<file path="src/rtl/srs_pkg.sv">
// Package: shared definitions for the streaming Kleene-star reach unit.
// Assumes nothing beyond IEEE 1800-2017 packages.
package srs_pkg;

    // Adder structure chosen for the block-wide addition.
    typedef enum logic {
        ADD_FLAT      = 1'b0,   // one wide '+' left to synthesis
        ADD_SEGMENTED = 1'b1    // ripple of fixed-width segments
    } add_style_e;

    // Number of segments of width seg_w in a block of width blk_w.
    function automatic int unsigned seg_count(int unsigned blk_w, int unsigned seg_w);
        return blk_w / seg_w;
    endfunction

endpackage

</file>
<file path="src/rtl/srs_block_adder.sv">
// Module: block-wide adder with carry in and carry out.
// Computes {cout, sum} = a + b + cin over BLK_W bits. Bit 0 is least
// significant. With ADD_SEGMENTED, BLK_W must be a multiple of SEG_W.
module srs_block_adder
    import srs_pkg::*;
#(
    parameter int unsigned BLK_W = 128,
    parameter int unsigned SEG_W = 32,
    parameter add_style_e  STYLE = ADD_SEGMENTED
) (
    input  logic [BLK_W-1:0] a,
    input  logic [BLK_W-1:0] b,
    input  logic             cin,
    output logic [BLK_W-1:0] sum,
    output logic             cout
);

    localparam int unsigned NSEG = seg_count(BLK_W, SEG_W);

    generate
        if (STYLE == ADD_FLAT) begin : g_flat
            logic [BLK_W:0] wide;
            // Single wide addition.
            always_comb begin
                wide = {1'b0, a} + {1'b0, b} + {{BLK_W{1'b0}}, cin};
            end
            assign sum  = wide[BLK_W-1:0];
            assign cout = wide[BLK_W];
        end else begin : g_seg
            logic [NSEG:0] chain;
            assign chain[0] = cin;
            for (genvar s = 0; s < NSEG; s++) begin : g_part
                logic [SEG_W:0] part;
                // One segment, carry rippling to the next.
                always_comb begin
                    part = {1'b0, a[s*SEG_W +: SEG_W]}
                         + {1'b0, b[s*SEG_W +: SEG_W]}
                         + {{SEG_W{1'b0}}, chain[s]};
                end
                assign sum[s*SEG_W +: SEG_W] = part[SEG_W-1:0];
                assign chain[s+1]            = part[SEG_W];
            end
            assign cout = chain[NSEG];
        end
    endgenerate

endmodule

</file>
<file path="src/rtl/srs_carry_reg.sv">
// Module: inter-block carry store.
// Holds the addition carry between accepted blocks. It supplies a zero
// carry to a block flagged start-of-stream and clears on a start-of-stream
// flag given without a block. Assumes a synchronous active-low reset.
module srs_carry_reg (
    input  logic clk,
    input  logic rst_n,
    input  logic in_valid,
    input  logic in_sos,
    input  logic cout_next,
    output logic carry_use
);

    logic carry_q;

    // Carry seen by the current block.
    assign carry_use = in_sos ? 1'b0 : carry_q;

    // Store the carry of accepted blocks; clear on reset or a lone start flag.
    always_ff @(posedge clk) begin
        if (!rst_n)
            carry_q <= 1'b0;
        else if (in_valid)
            carry_q <= cout_next;
        else if (in_sos)
            carry_q <= 1'b0;
    end

    a_r7_sos_clears: assert property (@(posedge clk) disable iff (!rst_n)
        (in_sos && !in_valid) |=> (carry_q == 1'b0));

    a_r8_carry_holds: assert property (@(posedge clk) disable iff (!rst_n)
        (!in_sos && !in_valid) |=> $stable(carry_q));

    a_r10_carry_reset: assert property (@(posedge clk)
        !rst_n |=> (carry_q == 1'b0));

endmodule

</file>
<file path="src/rtl/srs_star_combine.sv">
// Module: cleanup stage after the addition.
// XORs the sum with the class stream to keep the positions the addition
// passed through, then ORs the original markers back in. Purely combinational.
module srs_star_combine #(
    parameter int unsigned BLK_W = 128
) (
    input  logic [BLK_W-1:0] marker,
    input  logic [BLK_W-1:0] cls,
    input  logic [BLK_W-1:0] sum,
    output logic [BLK_W-1:0] reach
);

    logic [BLK_W-1:0] swept;

    // Positions changed by the addition, plus the marks just past each run.
    always_comb begin
        swept = sum ^ cls;
        reach = swept | marker;
    end

endmodule

</file>
<file path="src/rtl/star_reach_stream.sv">
// Module: streaming Kleene-star reach unit, top level.
// Each accepted block yields the positions reachable from the markers by
// zero or more class characters. The carry is chained between blocks. The
// result is registered, with one cycle of latency. Assumes bit 0 is the
// earliest character and blocks arrive in stream order.
module star_reach_stream
    import srs_pkg::*;
#(
    parameter int unsigned BLK_W = 128,
    parameter int unsigned SEG_W = 32,
    parameter add_style_e  STYLE = ADD_SEGMENTED
) (
    input  logic             clk,
    input  logic             rst_n,
    input  logic             in_valid,
    input  logic             in_sos,
    input  logic [BLK_W-1:0] in_marker,
    input  logic [BLK_W-1:0] in_class,
    output logic             out_valid,
    output logic [BLK_W-1:0] out_reach
);

    logic [BLK_W-1:0] live_mark;
    logic [BLK_W-1:0] sum;
    logic [BLK_W-1:0] reach;
    logic             cout;
    logic             carry_use;

    // Only markers that lie on class characters enter the addition.
    assign live_mark = in_marker & in_class;

    srs_block_adder #(
        .BLK_W (BLK_W),
        .SEG_W (SEG_W),
        .STYLE (STYLE)
    ) u_adder (
        .a    (live_mark),
        .b    (in_class),
        .cin  (carry_use),
        .sum  (sum),
        .cout (cout)
    );

    srs_carry_reg u_carry (
        .clk       (clk),
        .rst_n     (rst_n),
        .in_valid  (in_valid),
        .in_sos    (in_sos),
        .cout_next (cout),
        .carry_use (carry_use)
    );

    srs_star_combine #(
        .BLK_W (BLK_W)
    ) u_combine (
        .marker (in_marker),
        .cls    (in_class),
        .sum    (sum),
        .reach  (reach)
    );

    // Output register: capture the result of accepted blocks, hold otherwise.
    always_ff @(posedge clk) begin
        if (!rst_n) begin
            out_valid <= 1'b0;
            out_reach <= '0;
        end else begin
            out_valid <= in_valid;
            if (in_valid)
                out_reach <= reach;
        end
    end

    a_r9_valid_follows: assert property (@(posedge clk) disable iff (!rst_n)
        in_valid |=> out_valid);

    a_r9_idle_follows: assert property (@(posedge clk) disable iff (!rst_n)
        !in_valid |=> !out_valid);

    a_r8_reach_holds: assert property (@(posedge clk) disable iff (!rst_n)
        !in_valid |=> $stable(out_reach));

    a_r4_markers_kept: assert property (@(posedge clk) disable iff (!rst_n)
        in_valid |=> ((out_reach & $past(in_marker)) == $past(in_marker)));

    a_r6_sos_clean_block: assert property (@(posedge clk) disable iff (!rst_n)
        (in_valid && in_sos && ((in_marker & in_class) == '0))
            |=> (out_reach == $past(in_marker)));

    a_r10_out_reset: assert property (@(posedge clk)
        !rst_n |=> (!out_valid && (out_reach == '0)));

endmodule

</file>
<file path="config.mk">
export PLATFORM = sky130hd
export DESIGN_NAME = star_reach_stream
export DESIGN_NICKNAME = d
export VERILOG_FILES = /design/src/rtl/srs_pkg.sv /design/src/rtl/srs_block_adder.sv /design/src/rtl/srs_carry_reg.sv /design/src/rtl/srs_star_combine.sv /design/src/rtl/star_reach_stream.sv
export SDC_FILE = /design/constraint.sdc
export NUM_CORES = 1
export LEC_CHECK = 0
export ABC_CLOCK_PERIOD_IN_PS = 14100
export CORE_MARGIN = 3
export CORE_UTILIZATION = 45
export CTS_CLUSTER_SIZE = 16
export DETAILED_ROUTE_END_ITERATION = 10
export DONT_BUFFER_PORTS = 1
export GPL_TIMING_DRIVEN = 0
export PLACE_DENSITY_LB_ADDON = 0.05
export SYNTH_ARGS = -nofsm -noshare
export SYNTH_HDL_FRONTEND = slang
export SYNTH_HIERARCHICAL = 1
export SYNTH_SLANG_ARGS = --single-unit
</file>
<file path="constraint.sdc">
create_clock -name clk -period 14.1 [get_ports clk]
set_input_delay 0.705 -clock clk [delete_from_list [all_inputs] [get_ports clk]]
set_output_delay 0.705 -clock clk [all_outputs]
set_load 0.005 [all_outputs]
</file>
Word level (Yosys, flattened, before mapping)

Index checks and enable logic that the tools add are counted.

Bitwise operators: 3
Add/sub/neg operators: 8
Mux-type cells: 2

Operators by type and width:

| kind                    | count |
|---|---|
| adder 32 x 32 -> 33 bit | 4 |
| adder 33 x 1 -> 33 bit  | 4 |
| bitwise AND 128 bit     | 1 |
| OR 128 bit              | 1 |
| bitwise XOR 128 bit     | 1 |
| 2-to-1 mux 1 bit        | 2 |

Logic and storage cells: 16
Input port bits: 260
Register bits: 130
Output and inout bits: 129

Longest topological paths before layout

Depth in word-level cells: 8
Depth in mapped cells: 50
Gate-level depth less buffers: 50

By module

Netlist, hierarchy kept.

By module, submodules not included:

| module            | area an instance (um2) | sequential area each (um2) | cells each | instances |
|---|---|---|---|---|
| srs_block_adder   | 6507.5                 | 0.0                        | 912        | 1 |
| star_reach_stream | 5786.8                 | 2582.5                     | 543        | 1 |
| srs_star_combine  | 1921.8                 | 0.0                        | 256        | 1 |
| srs_carry_reg     | 45.0                   | 20.0                       | 4          | 1 |

Least setup slack after synthesis

Ideal clock, no wire load.

Kind: input to register
Start: in in_marker[0]
End: reg out_reach[126]
Data required time: 13.984 ns
Stages: 50
Data arrival time: 9.737 ns
Setup slack: 4.247 ns
Library setup time: 0.116 ns
Path buffers: 0
Path through: and2_1 -> inv_1 -> fa_1 -> inv_1 -> fa_1 -> a21oi_1 -> o21ai_0 -> a41o_1 -> a211o_1 -> nand3_1 -> a41oi_1 -> o22ai_1 -> fa_1 -> fa_1 -> nor2b_1 -> o21a_1 -> o21ai_0 -> a211oi_1 -> [... 14 more ...] -> o21ai_0 -> o21ai_0 -> fa_1 -> inv_1 -> fa_1 -> a21o_1 -> a21oi_1 -> o21ai_0 -> o211a_1 -> o2111ai_1 -> a21boi_1 -> o21ai_1 -> or4_1 -> nand3_1 -> xnor2_1 -> nand2b_1 -> mux2i_1 -> nor2b_1

Longest elaborated chain between the ends: 8

Ends and longest elaborated chain:

| element                             | line                    | text |
|---|---|---|
| from (decl)                         | star_reach_stream.sv:17 | `input logic [BLK_W-1:0] in_marker,` |
| bitwise AND 128 bit                 | star_reach_stream.sv:30 | `assign live_mark = in_marker & in_class;` |
| adder 32 x 32 -> 33 bit             | srs_block_adder.sv:37   | `+ {1'b0, b[s*SEG_W +: SEG_W]}` |
| adder 33 x 1 -> 33 bit (4 in a row) | srs_block_adder.sv:38   | `+ {{SEG_W{1'b0}}, chain[s]};` |
| net sum[126]                        | star_reach_stream.sv:24 | `logic [BLK_W-1:0] sum;` |
| bitwise XOR 128 bit                 | srs_star_combine.sv:17  | `swept = sum ^ cls;` |
| OR 128 bit                          | srs_star_combine.sv:18  | `reach = swept \| marker;` |
| net reach[126]                      | star_reach_stream.sv:25 | `logic [BLK_W-1:0] reach;` |
| to (signal assigned)                | star_reach_stream.sv:70 | `out_reach <= reach;` |
| to (decl)                           | star_reach_stream.sv:20 | `output logic [BLK_W-1:0] out_reach` |

The timed path passes the listed nets, and every way through them passes these cells.
A chain may end at the register's enable or synchronous reset.

Worst setup path in the final report

Start: reg u_carry.carry_q
End: reg out_reach[126]

Longest elaborated chain between the ends: 7

Ends and longest elaborated chain:

| element                             | line                    | text |
|---|---|---|
| from (decl)                         | srs_carry_reg.sv:14     | `logic carry_q;` |
| from (signal assigned)              | srs_carry_reg.sv:24     | `carry_q <= cout_next;` |
| 2-to-1 mux 1 bit                    | -                       |  |
| net carry_use                       | star_reach_stream.sv:27 | `logic carry_use;` |
| adder 33 x 1 -> 33 bit (4 in a row) | srs_block_adder.sv:38   |  |
| net sum[126]                        | star_reach_stream.sv:24 |  |
| bitwise XOR 128 bit                 | srs_star_combine.sv:17  |  |
| OR 128 bit                          | srs_star_combine.sv:18  |  |
| net reach[126]                      | star_reach_stream.sv:25 |  |

The timed path passes the listed nets, and every way through them passes these cells.

==> summary.txt <==
Detailed routing
  • WL/cell: 17.3 um
  • DRT iter0 DRCs: 457
  • Drt via density: 5.36
  • Residual antenna-violating net count after detailed routing: 0
  • Number of remaining DRC errors: 0
  • 1st-pass router iterations: 7
  • Post-Route WL: 37000 um
  • Vias post-DR: 11492

Logic synthesis
  • Post-synthesis net count: 2107
  • Cell Area, Synth: 14300 sq um
  • Post-Synth XOR/XNOR Area: 0.141
  • FF+latch count, synth: 130
  • Largest family of logic cells by synthesized area: simple AND/OR/NAND/NOR gates
  • Ys async rst share: 0
  • Count of distinct cell types in the synthesized netlist: 76
  • Post-synthesis sequential area ratio: 0.182
  • Compound-cell area share of the yosys netlist: 0.164
  • Synth Area in Adders: 0.120
  • Most common cell in the synthesized netlist: xnor2_1
  • Top cells by count, synth: 194 x xnor2_1, 146 x nor2b_1, 141 x nand2b_1
  • Mapped Avg Cell Area: 8.32 sq um
  • Synth Warn #: 6
  • Yosys top cell area share: 0.182
  • Dominant synthesized flop cell: dfxtp_1
  • Area share of and/or/nand/nor cells after synthesis: 0.262
  • Post-synth EDFFs: 0
  • Leading area contributor after synthesis: dfxtp_1
  • Mapped Cells: 1715
  • Dominant cells by area after synthesis: dfxtp_1 18%, xnor2_1 12%, ha_1 11%, mux2i_1 9.2%, nor2b_1 6.4%
  • Post-synthesis mux area share: 0.0919

Clock network
  • Num CTS Buffers: 17
  • Clock root cell: clkbuf_16
  • H-tree depth: 4
  • Post-CTS Setup Bufs: 0
  • Clock Sinks: 130
  • Clock Path Buffers: 2
  • TritonCTS clock tree: yes
  • Post-CTS Hold Buffers: 0
  • Clock transition at path regs: 0.06 ns
  • Post-CTS Resized: 0
  • Clock latency on the worst-skew pair: 0.44 ns

Finish
  • Util after Layout: 0.497
  • Share of post-route cells with drive strength above 1: 0.0429
  • Final nets: 2126
  • Fill count: 3093
  • Area Growth Syn to Fin: 7.73%

Setup path
  • Startpoint types: register
  • CP peak stage delay: 0.57 ns
  • Bufs and invs on worst path: 3
  • Reg2Reg Setup Slack: 2.61 ns
  • Worst-path fanout max: 6
  • WS Path Type: reg -> reg
  • Reg2reg end: out_reach[126]$_SDFFE_PN0P_
  • Required time of the critical path: 14.43 ns
  • Cell repeated most along the worst path: fa_1
  • CP arrival: 11.82 ns
  • Top delay family on crit path: compound AO/OA/AOI/OAI gates
  • Worst r2r src: u_carry/carry_q$_SDFF_PN0_
  • Crit path capture type: register
  • Crit-path slowest cell: a211oi_1
  • R2R depth: 50

Timing
  • Setup Viol. Count Final: 0
  • Worst Skew: 0.00452 ns
  • RSZ-0062 raised after global routing: no
  • Minimum clock period: 11.49 ns
  • Final hold vios: 0
  • Achievable clock frequency: 87.0 MHz
  • Final setup TNS: 0 ns
  • Period utilization: 0.815
  • Worst hold slack: 0.414 ns
  • Final count of pins violating max slew: 0
  • Max-slew headroom: 0.584
  • Slew @ Worst Pin: 0.620 ns

Status
  • Run status: complete, no violations

Placed design
  • RePlAce Congestion: 0.861
  • Detailed Place HPWL: 31100 um
  • PortBufs: 0

Power
  • VDD IR max: 0.0788 mV
  • Net Switching: 0.474 mW
  • P_int: 0.946 mW
  • Leakage: 6.71 nW
  • PwrDens: 92.5 nW/um^2
  • Gate power share: 0.359
  • Sw frac: 0.334
  • Total power: 1.42 mW
  • Clk pwr share: 0.328
  • Sequential power share: 0.313

GRT
  • GRT Util Overall: 0.213
  • Largest net degree at the start of global routing: 17
  • Initial antenna violation count: 1
  • Gr ovfl total: 0
  • Vias in the first global route: 11393
  • First-pass GRT wire length: 57900 um

Job
  • Max_cap viols: 0

Min path
  • Hold Crit Class: in -> reg
  • Min-Delay Endpoint: u_carry/carry_q$_SDFF_PN0_
  • Hold Path Cell Cnt: 1
  • Min-delay src: rst_n

Floorplan
  • Die ar.: 33900 sq um
  • Initial core utilization: 0.461
  • Placeable Area: 30900 sq um
  • Die X-Extent: 184 um
  • # IOs: 389
  • Num rows: 64
  • DIE HEIGHT: 184 um
cell usage in the layout (no fill, tap or decap), drive strengths merged, types with 17 or more instances in the layout:
cell type,count
dfxtp,130
nand2,69
nand3,23
inv,50
and2,133
a21o,43
mux2i,131
o21a,20
clkbuf,42
ha,124
nor2b,146
buf,19
o21bai,17
xor2,35
nand2b,141
a21oi,103
o21ai,64
xnor2,194
nor2,80
sequential cells by signal (all words and copies together), names as in the netlist:
signal,flops
out_reach,128
out_valid,1
u_carry/carry_q,1
worst max path at each step:
stage                             endpoint  slack, ns                        from  cells after the start
5_1_grt        out_reach[126]$_SDFFE_PN0P_       1.56  u_carry/carry_q$_SDFF_PN0_                     50
4_1_cts        out_reach[126]$_SDFFE_PN0P_       2.60  u_carry/carry_q$_SDFF_PN0_                     50
3_5_place_dp   out_reach[126]$_SDFFE_PN0P_       2.24                in_marker[0]                     50
3_3_place_gp   out_reach[126]$_SDFFE_PN0P_       2.15                in_marker[0]                     50
2_1_floorplan  out_reach[126]$_SDFFE_PN0P_       4.25                in_marker[0]                     50
6_report       out_reach[126]$_SDFFE_PN0P_       2.61  u_carry/carry_q$_SDFF_PN0_                     50
metal layers:
layer | GRT usage | share of wire
met1 | 0.237 | 0.40
met2 | 0.364 | 0.47
met3 | 0.0936 | 0.10
met4 | 0.0732 | 0.023
met5 | 0 | 0.00035
cell type report:
type / instances / area [sq um] / area share
clock inverters: 13 / 159 / 0.0103
clock buffers: 19 / 443 / 0.0288
well taps: 396 / 495 / 0.0323
flip-flops and latches: 130 / 2600 / 0.169
inverters: 48 / 180 / 0.0117
diodes: 2 / 5.00 / 0.000326
plain buffers: 42 / 367 / 0.0239
multi-input cells: 1495 / 11100 / 0.723
stage by stage:
step	cells	cell area [sq um]	setup slack [ns]
6_report	2145	15400	2.61
5_1_grt	2143	15400	1.56
4_1_cts	2143	15400	2.60
3_5_place_dp	2111	14800	2.24
3_3_place_gp	2111	14800	2.15
2_1_floorplan	1715	14300	4.25
power by group through the flow:
stage	combinational, mW	clock [mW]	sequential [mW]
6_report	0.509	0.466	0.445
5_1_grt	0.575	0.498	0.450
4_1_cts	0.512	0.484	0.447
3_5_place_dp	0.509	0	0.454
3_3_place_gp	0.503	0	0.455
2_1_floorplan	0.437	0	0.438
worst register-to-register path: cells and delay by family (launching register included):
kind,cells,cell delay (ns)
mux,1,0.13
simple gates,9,1.37
xor+xnor,1,0.12
buf+inv,3,0.23
compound gates,28,6.20
flops,1,0.32
fa+ha+maj,8,2.99
logic make-up (layout without fill, tap and decap cells):
logic type,Yosys count,in the layout
flip-flops,130,130
adder cells (fa/ha/maj),132,132
AO/OA/AOI/OAI,343,343
buffers and inverters,90,122
other,0,2
AND/OR/NAND/NOR,660,660
XOR/XNOR,229,229
multiplexers,131,131
No activity file was read; power rests on OpenSTA's default activity.
